--- config.mk ---
export PLATFORM = sky130hd
export DESIGN_NAME = conv_array
export DESIGN_NICKNAME = d
export VERILOG_FILES = /design/src/rtl/conv_pkg.sv /design/src/rtl/conv_delay_line.sv /design/src/rtl/conv_cell.sv /design/src/rtl/conv_out_ctrl.sv /design/src/rtl/conv_array.sv
export SDC_FILE = /design/constraint.sdc
export NUM_CORES = 2
export LEC_CHECK = 0
export ABC_CLOCK_PERIOD_IN_PS = 8100
export CORE_MARGIN = 5
export CORE_UTILIZATION = 48
export CTS_BUF_LIST = sky130_fd_sc_hd__clkbuf_8
export CTS_CLUSTER_DIAMETER = 50
export DETAILED_ROUTE_END_ITERATION = 6
export DONT_BUFFER_PORTS = 1
export GPL_TIMING_DRIVEN = 0
export PLACE_DENSITY = 0.68
export REMOVE_ABC_BUFFERS = 1
export SLEW_MARGIN = 15
export SYNTH_ARGS = -nofsm -noshare
export SYNTH_HDL_FRONTEND = slang
export SYNTH_SLANG_ARGS = --single-unit
--- constraint.sdc ---
create_clock -name clk -period 8.1 [get_ports clk]
set_input_delay 0.405 -clock clk [delete_from_list [all_inputs] [get_ports clk]]
set_output_delay 0.405 -clock clk [all_outputs]
set_load 0.03 [all_outputs]
--- src/rtl/conv_pkg.sv ---
package conv_pkg;
  localparam int SAMPLE_W = 16;
  localparam int COEF_W   = 16;
  localparam int PROD_W   = SAMPLE_W + COEF_W;

  typedef logic signed [SAMPLE_W-1:0] sample_t;
  typedef logic signed [COEF_W-1:0]   coef_t;
  typedef logic signed [PROD_W-1:0]   prod_t;

  // Full-precision signed product of one sample and one weight.
  function automatic prod_t mul_s(sample_t a, coef_t b);
    prod_t pa;
    prod_t pb;
    pa = prod_t'(a);
    pb = prod_t'(b);
    return pa * pb;
  endfunction

  // Accumulator width needed for n full-precision products.
  function automatic int acc_width(int n);
    return PROD_W + $clog2(n);
  endfunction
endpackage

--- src/rtl/conv_delay_line.sv ---
// Shift register that advances on step and exposes N_OUT taps.
// Tap j is stage FIRST + STRIDE*j. Stage 0 holds the newest value.
module conv_delay_line #(
  parameter int W      = 16,
  parameter int N_OUT  = 3,
  parameter int FIRST  = 0,
  parameter int STRIDE = 2
) (
  input  logic                    clk,
  input  logic                    rst_n,
  input  logic                    step,
  input  logic [W-1:0]            din,
  output logic [N_OUT-1:0][W-1:0] taps
);
  localparam int DEPTH = FIRST + STRIDE * (N_OUT - 1) + 1;

  logic [DEPTH-1:0][W-1:0] stage;

  always_ff @(posedge clk) begin
    if (!rst_n) begin
      stage <= '0;
    end else if (step) begin
      stage[0] <= din;
      for (int d = 1; d < DEPTH; d++) stage[d] <= stage[d-1];
    end
  end

  for (genvar j = 0; j < N_OUT; j++) begin : g_tap
    assign taps[j] = stage[FIRST + STRIDE * j];
  end
endmodule

--- src/rtl/conv_cell.sv ---
// One processing cell: a bank of weights, a registered multiply stage
// and a registered add stage. Both stages advance only on step.
module conv_cell
  import conv_pkg::*;
#(
  parameter int N_BANKS = 2,
  parameter int BANK_W  = 1,
  parameter int ACC_W   = 34
) (
  input  logic                     clk,
  input  logic                     rst_n,
  input  logic                     step,
  input  sample_t                  x_tap,
  input  logic [BANK_W-1:0]        bank_idx,
  input  logic signed [ACC_W-1:0]  sum_in,
  input  logic                     wr_hit,
  input  logic [BANK_W-1:0]        wr_bank,
  input  coef_t                    wr_val,
  output logic signed [ACC_W-1:0]  sum_out
);
  coef_t coef [N_BANKS];
  prod_t prod_q;
  logic signed [ACC_W-1:0] sum_q;
  logic signed [ACC_W-1:0] prod_ext;

  always_ff @(posedge clk) begin
    if (!rst_n) begin
      for (int b = 0; b < N_BANKS; b++) coef[b] <= '0;
    end else if (wr_hit) begin
      coef[wr_bank] <= wr_val;
    end
  end

  assign prod_ext = ACC_W'(prod_q);

  always_ff @(posedge clk) begin
    if (!rst_n) begin
      prod_q <= '0;
      sum_q  <= '0;
    end else if (step) begin
      prod_q <= mul_s(x_tap, coef[bank_idx]);
      sum_q  <= sum_in + prod_ext;
    end
  end

  assign sum_out = sum_q;
endmodule

--- src/rtl/conv_out_ctrl.sv ---
// Fill counter and output-valid flag for the result register.
module conv_out_ctrl #(
  parameter int FILL = 6
) (
  input  logic clk,
  input  logic rst_n,
  input  logic step,
  input  logic out_ready,
  output logic out_valid,
  output logic filled
);
  localparam int CNT_W = $clog2(FILL + 1);

  logic [CNT_W-1:0] fill_cnt;

  assign filled = (fill_cnt == CNT_W'(FILL));

  always_ff @(posedge clk) begin
    if (!rst_n) begin
      fill_cnt  <= '0;
      out_valid <= 1'b0;
    end else if (step) begin
      if (filled) out_valid <= 1'b1;
      else        fill_cnt  <= fill_cnt + 1'b1;
    end else if (out_ready) begin
      out_valid <= 1'b0;
    end
  end
endmodule

--- src/rtl/conv_array.sv ---
// Linear systolic convolution array. Cell k holds tap N_TAPS-1-k.
// Samples move two registers per cell, sums one register per cell.
module conv_array
  import conv_pkg::*;
#(
  parameter int N_TAPS  = 3,
  parameter int N_BANKS = 2,
  localparam int BANK_W = (N_BANKS > 1) ? $clog2(N_BANKS) : 1,
  localparam int TAP_W  = (N_TAPS > 1) ? $clog2(N_TAPS) : 1,
  localparam int ACC_W  = acc_width(N_TAPS)
) (
  input  logic              clk,
  input  logic              rst_n,
  input  logic              in_valid,
  output logic              in_ready,
  input  logic [15:0]       in_data,
  input  logic [BANK_W-1:0] in_bank,
  output logic              out_valid,
  input  logic              out_ready,
  output logic [ACC_W-1:0]  out_data,
  input  logic              wr_en,
  input  logic [BANK_W-1:0] wr_bank,
  input  logic [TAP_W-1:0]  wr_tap,
  input  logic [15:0]       wr_data
);
  // Named internal events, also seen by the checker.
  logic step;
  logic filled;
  logic wr_take;

  logic [N_TAPS-1:0][SAMPLE_W-1:0] x_taps;
  logic [N_TAPS-1:0][BANK_W-1:0]   bank_taps;
  logic signed [ACC_W-1:0]         sum_link [N_TAPS+1];

  assign in_ready = !out_valid || out_ready;
  assign step     = in_valid && in_ready;
  assign wr_take  = wr_en && !in_valid;

  // Sample path: cell k reads stage 2k.
  conv_delay_line #(
    .W(SAMPLE_W), .N_OUT(N_TAPS), .FIRST(0), .STRIDE(2)
  ) u_xline (
    .clk(clk), .rst_n(rst_n), .step(step), .din(in_data), .taps(x_taps)
  );

  // Bank tags: cell k needs the bank of the window's first sample,
  // which is N_TAPS-1+k steps old when cell k multiplies.
  conv_delay_line #(
    .W(BANK_W), .N_OUT(N_TAPS), .FIRST(N_TAPS - 1), .STRIDE(1)
  ) u_bline (
    .clk(clk), .rst_n(rst_n), .step(step), .din(in_bank), .taps(bank_taps)
  );

  assign sum_link[0] = '0;

  for (genvar k = 0; k < N_TAPS; k++) begin : g_cell
    localparam int TAP_OF = N_TAPS - 1 - k;
    logic hit;
    assign hit = wr_take && (wr_tap == TAP_W'(TAP_OF));

    conv_cell #(
      .N_BANKS(N_BANKS), .BANK_W(BANK_W), .ACC_W(ACC_W)
    ) u_cell (
      .clk(clk), .rst_n(rst_n), .step(step),
      .x_tap(sample_t'(x_taps[k])),
      .bank_idx(bank_taps[k]),
      .sum_in(sum_link[k]),
      .wr_hit(hit), .wr_bank(wr_bank), .wr_val(coef_t'(wr_data)),
      .sum_out(sum_link[k+1])
    );
  end

  conv_out_ctrl #(.FILL(2 * N_TAPS)) u_octl (
    .clk(clk), .rst_n(rst_n), .step(step), .out_ready(out_ready),
    .out_valid(out_valid), .filled(filled)
  );

  assign out_data = sum_link[N_TAPS];
endmodule

==> results <==
- The flow ran to the end, and the final reports show no timing, DRC or antenna violations.
- The core region is 0.0966 mm².
- Static timing analysis puts the maximum clock frequency at 130 MHz.
- The insertion delay of the later-clocked pin in the worst-skew pair is 720 ps.
- The post-route netlist has 4.72% of its cells at a drive strength greater than 1.
- The area of all placed cells without fillers is 0.0500 mm².
- In the synthesized netlist the dominant register cell turns out to be sky130_fd_sc_hd__dfxtp_1.
- VDD sags by at most 0.189 mV.
- In this run the core area contains 114 standard-cell rows.
- Pin placement for this block handled 77 I/O pins.
- In this run the worst path has a maximum fanout of 16.
- In this run the post-CTS setup repair buffer count came out at 0.
- The global-route congestion overflow total is 0.
- For this block, the via count after detailed routing is 34250.
- Counting instances in the post-synthesis netlist gives the leading cell types as sky130_fd_sc_hd__inv_1, sky130_fd_sc_hd__nand2_1, sky130_fd_sc_hd__fa_1, sky130_fd_sc_hd__a21oi_1, sky130_fd_sc_hd__and2_1.
- The transition time of the tightest slew-check pin is 1080 ps.
- The synthesized instance count is 5183.
- The detailed router finished its first iteration with 1992 violations.
- The congestion estimate from routability-driven global placement came to 0.887.
- The depth of the CTS H-tree is 3.
- The finished layout holds 6437 standard cells, fillers aside.
- In this run, placement finished with an instance count of 6256.
- Once the floorplan was initialized, standard cells occupied 48.3% of the core.
- The critical path data arrival time is 8300 ps.
- The final count of negative-setup-slack endpoints is 0.
- The total cell area at the placement stage is 0.0480 mm².
- The number of clock buffers added by TritonCTS is 73.
- The net count of the finished layout is 6238.
- The first detailed-routing pass ran for 5 iterations.
- The global-route usage over all layers is 22.5%.
- Summed over all instances, the cell type with the most area after synthesis is sky130_fd_sc_hd__fa_1.
- The clock tree from TritonCTS is yes.
- The max-slew violation count is 0.
- Wires add up to 115 mm.
- The proportion of netlist area held by the largest area contributor is 33.8%.
- The remaining antenna violation count is 0.
- The number of warnings reported in the yosys synthesis log is 0.
- The buffer depth of the longest clock path is 3.
- After detailed routing, the number of remaining DRC violations is 0.
- Relative to the synthesized area, the layout overhead comes to 7.12%.
- Clock skew on the completed layout was measured at 56.0 ps.
- The tree is rooted in a sky130_fd_sc_hd__clkbuf_8.
- The critical path in this run is classified as flip-flop to flip-flop.
- The average wire length per cell after detail routing is 17.9 µm.
- The via count of the first global-routing pass is 36240.
- Input and output buffers added on the ports amount to 0.
- The most common cell in the synthesized netlist is sky130_fd_sc_hd__inv_1.
- The minimum setup slack in the final design is 391 ps.
- The netlist uses 84 different library cells.
- The flop-to-flop setup slack is 390 ps.
- The number of hold violations in the final report is 0.
- The final critical path time including I/O delays and setup is 7710 ps.
- STA classifies the critical path startpoint as a flip-flop.
- Setup repair after global routing left no endpoint under its margin.
- Clock tree synthesis found a total of 383 sinks.
- The pin count of the biggest net entering global routing is 127.
- The critical path data required time is 8690 ps.
- The number of enable-type register cells in the synthesized netlist is 96.
- Summed over all cells, the static leakage comes to 23.3 nW.
- Headroom to the max-slew limit came out at 27.8%.
- Summing the sequential cell areas from Yosys gives 18.5% of the chip area.
- The first global-routing pass estimated 188 mm of wire.
- Power spread over the standard cell area amounts to 156 mW/mm².
- The worst setup slack before clock tree synthesis is 57.9 ps.
- By area the synthesized netlist is led by sky130_fd_sc_hd__fa_1, sky130_fd_sc_hd__dfxtp_1, sky130_fd_sc_hd__ha_1.
- The final critical path takes up 95.2% of the cycle.
- Adding up every negative setup slack in the final design gives 0 ps.
- The initial antenna violation count came to 13.
- The die boundary height is 322 µm.
- The mapped netlist covers 0.0467 mm².
- The overall die area is 0.104 mm².
- The floorplan die width is 322 µm.
- The min-delay analysis places its worst path in the category primary input to flip-flop.
- Max-cap violations in this run came to 0.
- Summed over all nets, the half-perimeter wirelength after detailed placement is 90.1 mm.
- The CTS clock-pin slew for the worst setup and hold paths is 60 ps.
- The post-detailed-route via-to-cell ratio is 5.32.
- The fraction of registers with async set or reset after synthesis is 0%.
- The mean instance size in the synthesized netlist is 9.01 µm².
- The worst setup path is captured at a flip-flop.
- Synthesis inferred 383 register bits.
[stage by stage]
step | util [%] | total power [W] | hold WS, ps
after floorplan | - | 0.00478 | 425
after global placement | 49.1 | 0.00564 | 437
after detailed placement | 49.7 | 0.00573 | 444
after CTS | 51.8 | 0.00780 | 12.9
after global routing | 51.8 | 0.00837 | 21.7
final | 51.8 | 0.00778 | 60.4
[critical path: stages, from the launching register on]
cell and delay (ps):
sky130_fd_sc_hd__dfxtp_2 690, sky130_fd_sc_hd__mux2i_2 560, sky130_fd_sc_hd__buf_4 310, sky130_fd_sc_hd__nor2b_1 90
sky130_fd_sc_hd__fa_1 530, sky130_fd_sc_hd__inv_1 50, sky130_fd_sc_hd__fa_1 460, sky130_fd_sc_hd__fa_1 510
sky130_fd_sc_hd__inv_1 60, sky130_fd_sc_hd__fa_1 490, sky130_fd_sc_hd__fa_1 490, sky130_fd_sc_hd__inv_1 50
sky130_fd_sc_hd__fa_1 470, sky130_fd_sc_hd__inv_1 40, sky130_fd_sc_hd__ha_1 360, sky130_fd_sc_hd__and3_1 250
sky130_fd_sc_hd__and2_1 140, sky130_fd_sc_hd__a31oi_1 190, sky130_fd_sc_hd__o31ai_2 560, sky130_fd_sc_hd__nand3_1 180
sky130_fd_sc_hd__o31ai_1 440, sky130_fd_sc_hd__a31oi_1 180, sky130_fd_sc_hd__xor2_1 410, sky130_fd_sc_hd__o21ai_1 90
[registers in the layout (all words and copies together), names as in the netlist, named ones only]
| signal | flops |
|---|---|
| u_bline.stage | 2 |
| u_xline.stage | 32 |
| u_octl.fill_cnt | 3 |
| u_bline.taps | 3 |
| g_cell.u_cell.coef | 96 |
| u_xline.taps | 48 |
| u_octl.out_valid | 1 |
| g_cell.u_cell.sum_out | 99 |
| g_cell.u_cell.prod_q | 96 |
[final timing paths]
check / depth (start not counted) / from / end
hold reg to reg: 2 / g_cell[0].u_cell.prod_q[2]$_SDFFE_PN0P_ / g_cell[0].u_cell.sum_out[2]$_SDFFE_PN0P_
hold / removal: 1 / wr_bank / g_cell[1].u_cell.coef[0][4]$_SDFFCE_PN0P_
setup reg to reg: 23 / flip-flop / g_cell[0].u_cell.prod_q[30]$_SDFFE_PN0P_
setup / recovery: 23 / flip-flop / g_cell[0].u_cell.prod_q[30]$_SDFFE_PN0P_
[final cells by class]
cell class / instances / area [µm²]
tap: 1276 / 1600
fill: 8862 / 46600
multi-input combinational: 3673 / 33900
timing repair buffer: 69 / 897
sequential: 383 / 8630
inverter: 896 / 3370
antenna: 10 / 25.0
clock inverter: 43 / 342
clock buffer: 87 / 1200
[logic make-up after synthesis]
logic type               Yosys count  share of synthesized area, %
AND/OR/NAND/NOR                 1666                          16.9
AO/OA/AOI/OAI                    710                          9.41
adder cells (fa/ha/maj)         1101                          42.2
flip-flops                       383                          18.5
buffers and inverters           1127                          9.06
multiplexers                      55                          1.27
XOR/XNOR                         141                          2.65
[per-layer routing]
layer  vias up  GRT usage [%]  wire [µm]  part of all wire (%)
met1     17110           29.7      49200                    43
met5         -              0         27                 0.023
li1      15980              -          -                     -
met4         4           6.48       3150                   2.7
met2       925           37.9      54700                    47
met3       231           4.64       8070                   7.0
[what timing repair did]
| item | 4_1_cts | 5_1_grt |
|---|---|---|
| hold buffers | 41 | 0 |
| gates resized for setup | 0 | 2 |
| hold endpoints to repair | 127 | 0 |
| setup endpoints to repair | 0 | 7 |
[where the power goes]
part	internal (W)	switching [W]	leakage (nW)
logic	0.00136	0.00216	19.2
registers	0.00211	0.000149	3.25
clock network	0.00109	0.000918	0.841
[placed cells by master (no fill, tap or decap), types with 32 or more instances in the layout]
| cell type | netlist | layout |
|---|---|---|
| sky130_fd_sc_hd__nor3_1 | 34 | 32 |
| sky130_fd_sc_hd__ha_1 | 313 | 313 |
| sky130_fd_sc_hd__o21ai_1 | 54 | 54 |
| sky130_fd_sc_hd__o21ai_0 | 82 | 78 |
| sky130_fd_sc_hd__a21oi_1 | 320 | 320 |
| sky130_fd_sc_hd__nand2b_1 | 40 | 40 |
| sky130_fd_sc_hd__inv_1 | 895 | 913 |
| sky130_fd_sc_hd__edfxtp_1 | 96 | 96 |
| sky130_fd_sc_hd__nor2_1 | 153 | 151 |
| sky130_fd_sc_hd__dfxtp_1 | 287 | 285 |
| sky130_fd_sc_hd__clkbuf_8 | 0 | 87 |
| sky130_fd_sc_hd__dlygate4sd3_1 | 0 | 40 |
| sky130_fd_sc_hd__and2_1 | 314 | 313 |
| sky130_fd_sc_hd__fa_1 | 788 | 788 |
| sky130_fd_sc_hd__nor2b_1 | 160 | 160 |
| sky130_fd_sc_hd__nand2_1 | 831 | 829 |
| sky130_fd_sc_hd__nand3_1 | 43 | 43 |
| sky130_fd_sc_hd__xnor2_1 | 96 | 96 |
| sky130_fd_sc_hd__xor2_1 | 45 | 45 |
| sky130_fd_sc_hd__a21o_1 | 51 | 51 |
| sky130_fd_sc_hd__mux2_2 | 35 | 35 |
(Power assumes the default switching activity.)
